`config.mk`:
```
export PLATFORM = sky130hd
export DESIGN_NAME = pbus_slave
export DESIGN_NICKNAME = d
export VERILOG_FILES = /design/src/rtl/pbus_pkg.sv /design/src/rtl/pbus_sync.sv /design/src/rtl/pbus_regfile.sv /design/src/rtl/pbus_ctrl.sv /design/src/rtl/pbus_slave.sv
export SDC_FILE = /design/constraint.sdc
export NUM_CORES = 1
export LEC_CHECK = 0
export ABC_AREA = 1
export BUFFER_PORTS_ARGS = -buffer_cell sky130_fd_sc_hd__buf_4
export CAP_MARGIN = 25
export CORE_UTILIZATION = 50
export CTS_BUF_LIST = sky130_fd_sc_hd__clkbuf_2
export DETAILED_ROUTE_END_ITERATION = 7
export PLACE_DENSITY = 0.7
export SLEW_MARGIN = 20
export SYNTH_ARGS = -nofsm -noshare
export SYNTH_HDL_FRONTEND = slang
export SYNTH_SLANG_ARGS = --single-unit
export TNS_END_PERCENT = 5
```
`constraint.sdc`:
```
create_clock -name clk -period 2.25 [get_ports clk]
set_clock_uncertainty 0.1 [all_clocks]
set_input_delay 0.1125 -clock clk [delete_from_list [all_inputs] [get_ports clk]]
set_output_delay 0.1125 -clock clk [all_outputs]
set_load 0.005 [all_outputs]
```
`src/rtl/pbus_pkg.sv`:
```
package pbus_pkg;

    typedef enum logic [1:0] {
        CYC_RD   = 2'd0,
        CYC_WR   = 2'd1,
        CYC_IACK = 2'd2
    } cyc_kind_t;

    typedef enum logic [1:0] {
        ST_IDLE = 2'd0,
        ST_WAIT = 2'd1,
        ST_ACK  = 2'd2
    } bus_state_t;

    // Synchronized control lines, all active high.
    typedef struct packed {
        logic cs;
        logic ds;
        logic rd;
        logic iack;
    } bus_ctl_t;

    typedef struct packed {
        logic      valid;
        cyc_kind_t kind;
    } cyc_req_t;

    localparam int CTL_W = $bits(bus_ctl_t);

    // Decode a cycle start; interrupt acknowledge wins over chip select.
    function automatic cyc_req_t decode_start(bus_ctl_t c);
        cyc_req_t r;
        r.valid = 1'b0;
        r.kind  = CYC_RD;
        if (c.iack && c.ds) begin
            r.valid = 1'b1;
            r.kind  = CYC_IACK;
        end else if (c.cs && c.ds) begin
            r.valid = 1'b1;
            r.kind  = c.rd ? CYC_RD : CYC_WR;
        end
        return r;
    endfunction

    // Whether the qualifying condition of a running cycle still holds.
    function automatic logic cycle_held(bus_ctl_t c, cyc_kind_t k);
        logic h;
        case (k)
            CYC_RD:   h = c.cs && c.ds && c.rd;
            CYC_WR:   h = c.cs && c.ds && !c.rd;
            CYC_IACK: h = c.iack && c.ds;
            default:  h = 1'b0;
        endcase
        return h;
    endfunction

endpackage

```
`src/rtl/pbus_sync.sv`:
```
module pbus_sync #(
    parameter int WIDTH  = 1,
    parameter int STAGES = 2
) (
    input  logic             clk,
    input  logic             rst,
    input  logic [WIDTH-1:0] d,
    output logic [WIDTH-1:0] q
);
    logic [WIDTH-1:0] stage [STAGES];

    generate
        for (genvar i = 0; i < STAGES; i++) begin : g_stage
            if (i == 0) begin : g_first
                always_ff @(posedge clk) begin
                    if (rst) stage[i] <= '0;
                    else     stage[i] <= d;
                end
            end else begin : g_next
                always_ff @(posedge clk) begin
                    if (rst) stage[i] <= '0;
                    else     stage[i] <= stage[i-1];
                end
            end
        end
    endgenerate

    assign q = stage[STAGES-1];
endmodule

```
`src/rtl/pbus_regfile.sv`:
```
module pbus_regfile #(
    parameter int ADDR_W = 4,
    parameter int DATA_W = 8
) (
    input  logic              clk,
    input  logic              rst,
    input  logic              we,
    input  logic [ADDR_W-1:0] waddr,
    input  logic [DATA_W-1:0] wdata,
    input  logic [ADDR_W-1:0] raddr,
    output logic [DATA_W-1:0] rdata
);
    localparam int DEPTH = 1 << ADDR_W;

    logic [DATA_W-1:0] mem [DEPTH];

    generate
        for (genvar i = 0; i < DEPTH; i++) begin : g_reg
            always_ff @(posedge clk) begin
                if (rst)
                    mem[i] <= '0;
                else if (we && (waddr == ADDR_W'(i)))
                    mem[i] <= wdata;
            end
        end
    endgenerate

    assign rdata = mem[raddr];
endmodule

```
`src/rtl/pbus_ctrl.sv`:
```
module pbus_ctrl
    import pbus_pkg::*;
#(
    parameter int ACK_DLY = 2
) (
    input  logic      clk,
    input  logic      rst,
    input  bus_ctl_t  ctl,
    output logic      start,
    output cyc_kind_t start_kind,
    output logic      commit,
    output logic      ack,
    output logic      oe,
    output logic      rd_stb,
    output logic      wr_stb
);
    localparam int CNT_W = (ACK_DLY > 1) ? $clog2(ACK_DLY) : 1;
    localparam logic [CNT_W-1:0] CNT_LAST = CNT_W'(ACK_DLY - 1);

    bus_state_t     state;
    cyc_kind_t      kind;
    logic [CNT_W-1:0] cnt;
    cyc_req_t       req;
    logic           held;

    always_comb begin
        req        = decode_start(ctl);
        held       = cycle_held(ctl, kind);
        start      = (state == ST_IDLE) && req.valid;
        start_kind = req.kind;
        commit     = (state == ST_ACK) && (kind == CYC_WR) && !ctl.ds;
    end

    always_ff @(posedge clk) begin
        if (rst) begin
            state  <= ST_IDLE;
            kind   <= CYC_RD;
            cnt    <= '0;
            ack    <= 1'b0;
            oe     <= 1'b0;
            rd_stb <= 1'b0;
            wr_stb <= 1'b0;
        end else begin
            rd_stb <= 1'b0;
            wr_stb <= 1'b0;
            case (state)
                ST_IDLE: begin
                    if (start) begin
                        kind   <= req.kind;
                        cnt    <= '0;
                        oe     <= (req.kind != CYC_WR);
                        rd_stb <= (req.kind == CYC_RD);
                        state  <= ST_WAIT;
                    end
                end
                ST_WAIT: begin
                    if (!held) begin
                        oe    <= 1'b0;
                        state <= ST_IDLE;
                    end else if (cnt == CNT_LAST) begin
                        ack   <= 1'b1;
                        state <= ST_ACK;
                    end else begin
                        cnt <= cnt + 1'b1;
                    end
                end
                ST_ACK: begin
                    if (kind == CYC_WR) begin
                        if (!ctl.ds) begin
                            wr_stb <= 1'b1;
                            ack    <= 1'b0;
                            state  <= ST_IDLE;
                        end else if (!ctl.cs) begin
                            ack   <= 1'b0;
                            state <= ST_IDLE;
                        end
                    end else if (!held) begin
                        ack   <= 1'b0;
                        oe    <= 1'b0;
                        state <= ST_IDLE;
                    end
                end
                default: state <= ST_IDLE;
            endcase
        end
    end
endmodule

```
`src/rtl/pbus_slave.sv`:
```
module pbus_slave
    import pbus_pkg::*;
#(
    parameter int ADDR_W  = 4,
    parameter int DATA_W  = 8,
    parameter int SYNC_N  = 2,
    parameter int ACK_DLY = 2
) (
    input  logic              clk,
    input  logic              rst,
    input  logic              cs_n,
    input  logic              ds_n,
    input  logic              rw,
    input  logic              iack_n,
    input  logic [ADDR_W-1:0] addr,
    input  logic [DATA_W-1:0] data_in,
    input  logic [DATA_W-1:0] vector_in,
    output logic [DATA_W-1:0] data_out,
    output logic              data_oe,
    output logic              dtack_n,
    output logic              reg_rd_stb,
    output logic              reg_wr_stb
);
    bus_ctl_t          ctl_raw;
    bus_ctl_t          ctl;
    logic [DATA_W-1:0] data_s;
    logic [ADDR_W-1:0] addr_q;
    logic [DATA_W-1:0] rf_rdata;
    logic              start;
    cyc_kind_t         start_kind;
    logic              commit;
    logic              ack;

    assign ctl_raw = '{cs: !cs_n, ds: !ds_n, rd: rw, iack: !iack_n};

    pbus_sync #(.WIDTH(CTL_W), .STAGES(SYNC_N)) u_ctl_sync (
        .clk (clk),
        .rst (rst),
        .d   (ctl_raw),
        .q   (ctl)
    );

    // Data follows the same latency so it lines up with the strobe edge.
    pbus_sync #(.WIDTH(DATA_W), .STAGES(SYNC_N)) u_dat_sync (
        .clk (clk),
        .rst (rst),
        .d   (data_in),
        .q   (data_s)
    );

    pbus_ctrl #(.ACK_DLY(ACK_DLY)) u_ctrl (
        .clk        (clk),
        .rst        (rst),
        .ctl        (ctl),
        .start      (start),
        .start_kind (start_kind),
        .commit     (commit),
        .ack        (ack),
        .oe         (data_oe),
        .rd_stb     (reg_rd_stb),
        .wr_stb     (reg_wr_stb)
    );

    pbus_regfile #(.ADDR_W(ADDR_W), .DATA_W(DATA_W)) u_regs (
        .clk   (clk),
        .rst   (rst),
        .we    (commit),
        .waddr (addr_q),
        .wdata (data_s),
        .raddr (addr),
        .rdata (rf_rdata)
    );

    always_ff @(posedge clk) begin
        if (rst) begin
            addr_q   <= '0;
            data_out <= '0;
        end else if (start) begin
            addr_q   <= addr;
            data_out <= (start_kind == CYC_IACK) ? vector_in : rf_rdata;
        end
    end

    assign dtack_n = !ack;
endmodule

```
=== Word level (Yosys, flattened, before mapping) ===
Memories as Yosys holds them, arrays and structs flattened.
Cells that the tools add are included.

* Register bits after elaboration: 21
* RAM bits: 152
* Input port bits: 26
* Output and inout bits: 12
* Word-level logic and storage cells: 208
* Memories kept: 3

* Add/subtract/negate cells: 1
* Eq/ne operators: 28
* Multiplexer cells: 100
* Bitwise logic cells: 24
* Reduce and logical (&&, ||, !) cells: 43

{| class="wikitable"
|+ Memories
! name !! depth !! width !! rd ports !! clocked after memory_dff !! wr ports !! RTL line !! RTL
|-
| u_regs.mem || 16 || 8 || 1 || 0 || 16 || pbus_regfile.sv:15 || <nowiki>logic [DATA_W-1:0] mem [DEPTH];</nowiki>
|-
| u_dat_sync.stage || 2 || 8 || 2 || 0 || 2 || pbus_sync.sv:10 || <nowiki>logic [WIDTH-1:0] stage [STAGES];</nowiki>
|-
| u_ctl_sync.stage || 2 || 4 || 2 || 0 || 2 || pbus_sync.sv:10 ||
|}

{| class="wikitable"
|+ Operators by type and width
! operator !! number
|-
| $mux W8 || 19
|-
| $mux W1 || 65
|-
| $eq A4 B4 Y1 const B || 8
|-
| $logic_and A1 B1 Y1 || 23
|-
| $or A1 B1 Y1 || 20
|-
| $eq A4 B3 Y1 const B || 4
|-
| $mux W2 || 7
|-
| $eq A4 B2 Y1 const B || 2
|-
| $mux W4 || 2
|-
| $eq A2 B2 Y1 const B || 3
|-
| $logic_not A1 Y1 || 6
|-
| $logic_not A2 Y1 || 3
|-
| $mux W3 || 2
|-
| $ne A2 B1 Y1 const B || 3
|-
| $pmux W1 S3 || 2
|-
| $pmux W2 S3 || 1
|-
| $reduce_and A3 Y1 || 2
|-
| $reduce_or A3 Y1 || 2
|-
| $reduce_and A5 Y1 || 1
|-
| $eq A2 B1 Y1 const B || 2
|-
| $eq A4 B1 Y1 const B || 1
|-
| $logic_not A4 Y1 || 1
|-
| $ne A2 B2 Y1 const B || 2
|-
| $ne A4 B4 Y1 const B || 1
|-
| 9 further kinds || 14
|}

=== Depth between registers and ports, before layout ===
* Word-level depth: 8
* Depth in mapped cells: 12
* Mapped depth without buffers: 10

=== Hierarchy ===
From an unflattened synthesis, not the netlist that was laid out.

* Cells, all modules: 972
* Area, all modules: 8179.1 um^2

{| class="wikitable"
|+ By module, submodules not included
! module !! instances !! cells an instance !! area an instance (um^2) !! seq. area each (um^2)
|-
| pbus_regfile || 1 || 724 || 6282.3 || 3843.7
|-
| pbus_slave || 1 || 91 || 613.1 || 240.2
|-
| pbus_ctrl || 1 || 82 || 578.1 || 180.2
|-
| pbus_sync at u_dat_sync || 1 || 50 || 474.2 || 320.3
|-
| pbus_sync at u_ctl_sync || 1 || 25 || 231.5 || 160.2
|}

=== Least setup slack after synthesis ===
No wires, ideal clock.

* Kind: register to register
* Start point: reg u_ctrl.state[0]
* End point: mem u_regs.mem[15][0], enable pin
* Setup time: 0.384 ns
* Data arrival time: 1.858 ns
* Data required time: 1.766 ns
* Slack: -0.092 ns
* Cell stages (with the launch flop): 11
* Path buffers: 0
* Clock period less this slack: 2.342 ns
* Cells stage by stage: dfxtp_1 -> inv_1 -> ha_1 -> inv_1 -> nor2_2 -> inv_1 -> nor2_2 -> inv_1 -> nor3_4 -> inv_1 -> o21ai_0

{| class="wikitable"
|+ RTL lines
! what !! RTL line !! RTL
|-
| start: declaration || pbus_ctrl.sv:20 || <nowiki>bus_state_t state;</nowiki>
|-
| start signal: assignment || pbus_ctrl.sv:36 || <nowiki>state <= ST_IDLE;</nowiki>
|-
| start signal: assignment || pbus_ctrl.sv:53 || <nowiki>state <= ST_WAIT;</nowiki>
|-
| start signal: assignment || pbus_ctrl.sv:59 || <nowiki>state <= ST_IDLE;</nowiki>
|-
| end: declaration || pbus_regfile.sv:15 ||
|}

=== Worst setup path in the final report ===
* Start point: reg u_ctrl.state[0]
* End point: reg data_out[1]

* Word-level cells in the longest chain between the ends: 2

{| class="wikitable"
|+ Ends and longest elaborated chain
! what !! RTL line !! RTL
|-
| $logic_not A2 Y1 || pbus_ctrl.sv:29 || <nowiki>start = (state == ST_IDLE) && req.valid;</nowiki>
|-
| $logic_and A1 B1 Y1 || pbus_ctrl.sv:29 ||
|-
| end signal: assignment || pbus_slave.sv:80 || <nowiki>data_out <= (start_kind == CYC_IACK) ? vector_in : rf_rdata;</nowiki>
|-
| end: declaration || pbus_slave.sv:18 || <nowiki>output logic [DATA_W-1:0] data_out,</nowiki>
|}

Every way passes these cells.
A chain may end at the register's enable or synchronous reset.

==> flow_summary_export.csv <==
group,metric,value,unit
die,rows,44,
yosys,syn_inst,849,
critical_path,crit_path_end_kind,"flop",
critical_path,critical_path_required,2880,ps
global_route,antenna_found_initial,0,
route,ant_nets,0,
finish,n_antenna_cell,0,
yosys,synth.avg_cell_area,8.994,µm²
finish,final_core_util,62.70,%
flow_run,maxCapViolations,0,
finish,mostFrequentLayoutCells,"215 x nor2_1, 128 x edfxtp_1, 124 x nand2_1, 91 x inv_1, 70 x nand3_1",
worst_hold_path,hold_depth,6,
critical_path,r2r_setup_slack,100,ps
clock_network,cts_buffer_depth,2,
yosys,synth_cell_types,20,
yosys,synth_seq_area_share,62.13,%
worst_hold_path,holdPathEnd,"data_out[6]",
global_route,overflow,0,
die,fp.dieW,125.6,µm
global_route,grt_util_all_layers,25.85,%
worst_hold_path,min_path_type,"in -> reg",
clock_network,cts_buffers,17,
critical_path,r2r_end,"data_out[1]",
die,start_util,51.95,%
clock_network,cts.sinks,173,
die,die_h,125.6,µm
clock_network,cts.htree.levels,4,
clock_network,clk_pin_slew_worst_paths,260,ps
route,firstDrtPassIters,5,
power_and_ir_drop,ir_drop,0.4965,mV
die,die_area,0.01577,mm²
route,routed_via_density,5.430,
die,io_pins,38,
yosys,synth.ff_latch_count,173,
yosys,yosysTopAreaCell,"edfxtp_1",
sta,setup_ws,95.21,ps
yosys,synth_top_area_share,50.34,%
placed_design,place_inst,1056,
placed_design,place_ws,104.0,ps
sta,finalCriticalPeriod,2155,ps
power_and_ir_drop,p_total,0.006472,W
sta,rsz0062_at_grt,"yes",
clock_network,root_buffer,"clkbuf_2",
power_and_ir_drop,p_leak,3.763,nW
critical_path,ff2ff_path_depth,10,
sta,setup_violations,0,
critical_path,startpoint_type,"flop",
yosys,ys.warnings.count,0,
worst_hold_path,hp-start,"addr[2]",
sta,fin_crit_sh,95.77,%
critical_path,r2r_start,"u_ctrl.state[0]",
route,drc,0,
global_route,grt_pass1_vias,5805,
placed_design,hpwl,11940,µm
yosys,synth_area,0.007636,mm²
sta,hold_viol_final,0,
run_status,status,"finished, final reports clean",
global_route,grt_max_degree,66,
die,coreArea,0.01470,mm²
sta,worst_slew_pin_slew,800.5,ps
sta,timing.fmax,464.1,MHz
critical_path,cp_max_fo,11,
route,num_vias,6245,
sta,maxSlewHeadroom,46.58,%
finish,layout_commonest_cell,"nor2_1",
clock_network,clk_latency,770,ps
clock_network,cts_tree,"yes",
sta,drv_slew,0,
yosys,synth.net_count,879,
finish,fin_nets,983,
yosys,ys_top_cells_by_area,"edfxtp_1 50%, dfxtp_1 12%, nor2_1 11%",
power_and_ir_drop,cellPowerDensity,702.2,mW/mm²
placed_design,io_buffers,37,
critical_path,worst-setup-path-type,"reg -> reg",
finish,syn2layout_area_growth,20.69,%
finish,drive_above_1_share,12.84,%
global_route,grt_pass1_wl,30470,µm
route,wirelength,19920,µm
route,drt_iter0_drc,582,
placed_design,gp_congestion,0.8934,
finish,stdcell_count,1150,
route,routedWlPerCell,17.32,µm
critical_path,cp.arrival,2790,ps
## where the power goes
group | total, W | switching [W] | internal, W
Combinational | 0.000811 | 0.000492 | 0.000319
Clock | 0.00206 | 0.00109 | 0.000969
Sequential | 0.00360 | 0.0000541 | 0.00355
## cells by family after synthesis
group	share of synthesized area [%]
AO/OA/AOI/OAI	7.357
flip-flops	62.13
AND/OR/NAND/NOR	22.84
adder cells (fa/ha/maj)	0.6554
buffers and inverters	7.013
## cell type report
type                    count  area, µm²
clock buffers              18      90.09
repair buffers            128       1120
flip-flops and latches    173       4747
clock inverters            14      240.2
well taps                 184      230.2
inverters                  96      364.1
fillers                  1167       5483
multi-input cells         537       2425
## registers in the layout (all words and copies together), names as in the netlist
name	cells
u_ctrl.ack	1
u_ctrl.rd_stb	1
u_ctrl.state	2
u_ctrl.wr_stb	1
u_ctl_sync.stage	8
u_ctrl.kind	2
addr_q	4
u_dat_sync.stage	16
u_ctrl.cnt	1
data_out	8
u_regs.mem	128
u_ctrl.oe	1
## worst max-delay path by stage
| stage | from | end | slack [ps] | depth (start not counted) |
|---|---|---|---|---|
| after floorplan | u_ctrl.state[0] | u_regs.mem[15][0] | -90 | 10 |
| after global placement | u_ctrl.state[0] | u_regs.mem[15][5] | 130 | 11 |
| after detailed placement | u_ctrl.state[0] | u_regs.mem[3][7] | 100 | 11 |
| after CTS | u_ctrl.state[0] | data_out[2] | 40 | 10 |
| after global routing | u_ctrl.state[0] | data_out[1] | -90 | 10 |
| final | u_ctrl.state[0] | data_out[1] | 100 | 10 |
## worst max-delay path, cell delays in order (launching register included)
cell and delay (ps):
dfxtp_2 390, inv_1 70, ha_1 200, inv_1 80
a21oi_2 170, buf_6 180, o21ai_0 110, a21oi_1 160
dlygate4sd3_1 570, nand2_1 50, inv_1 50
## metrics by stage
| step | setup TNS (ps) | instance area (µm²) | hold WS, ps |
|---|---|---|---|
| final | 0 | 9216 | 280.9 |
| after global placement | 0 | 8199 | 169.4 |
| after CTS | 0 | 9110 | 186.0 |
| after detailed placement | 0 | 8199 | 169.5 |
| after floorplan | -2945 | 7636 | 79.19 |
| after global routing | -292.2 | 9216 | 256.3 |
## layer usage
| layer | global-route usage, % | routed length, µm | vias up |
|---|---|---|---|
| li1 | - | - | 2975 |
| met1 | 34.97 | 8294 | 2942 |
| met2 | 40.95 | 9467 | 294 |
| met3 | 4.579 | 1656 | 34 |
| met4 | 11.33 | 501 | 0 |
| met5 | 0 | 0 | - |
## Yosys cell counts
cell	n
nor2_1	215
a21oi_1	23
or2_2	4
clkbuf_1	30
buf_1	2
ha_1	4
nor2_2	3
inv_1	93
a31oi_1	1
nand3_1	79
nor3_4	1
nor3_1	2
buf_2	11
nand4_1	1
o211ai_1	16
dfxtp_1	45
o21ai_0	64
nand2_1	124
edfxtp_1	128
clkinv_1	3
## what timing repair did
| item | in CTS | in global routing |
|---|---|---|
| hold buffers | 58 | 0 |
| endpoints found under the setup margin | 0 | 160 |
| resized for setup | 0 | 18 |
| buffers inserted | 0 | 3 |
| endpoints found under the hold margin | 55 | 0 |
Note: power is estimated with default switching activity, not from simulation.
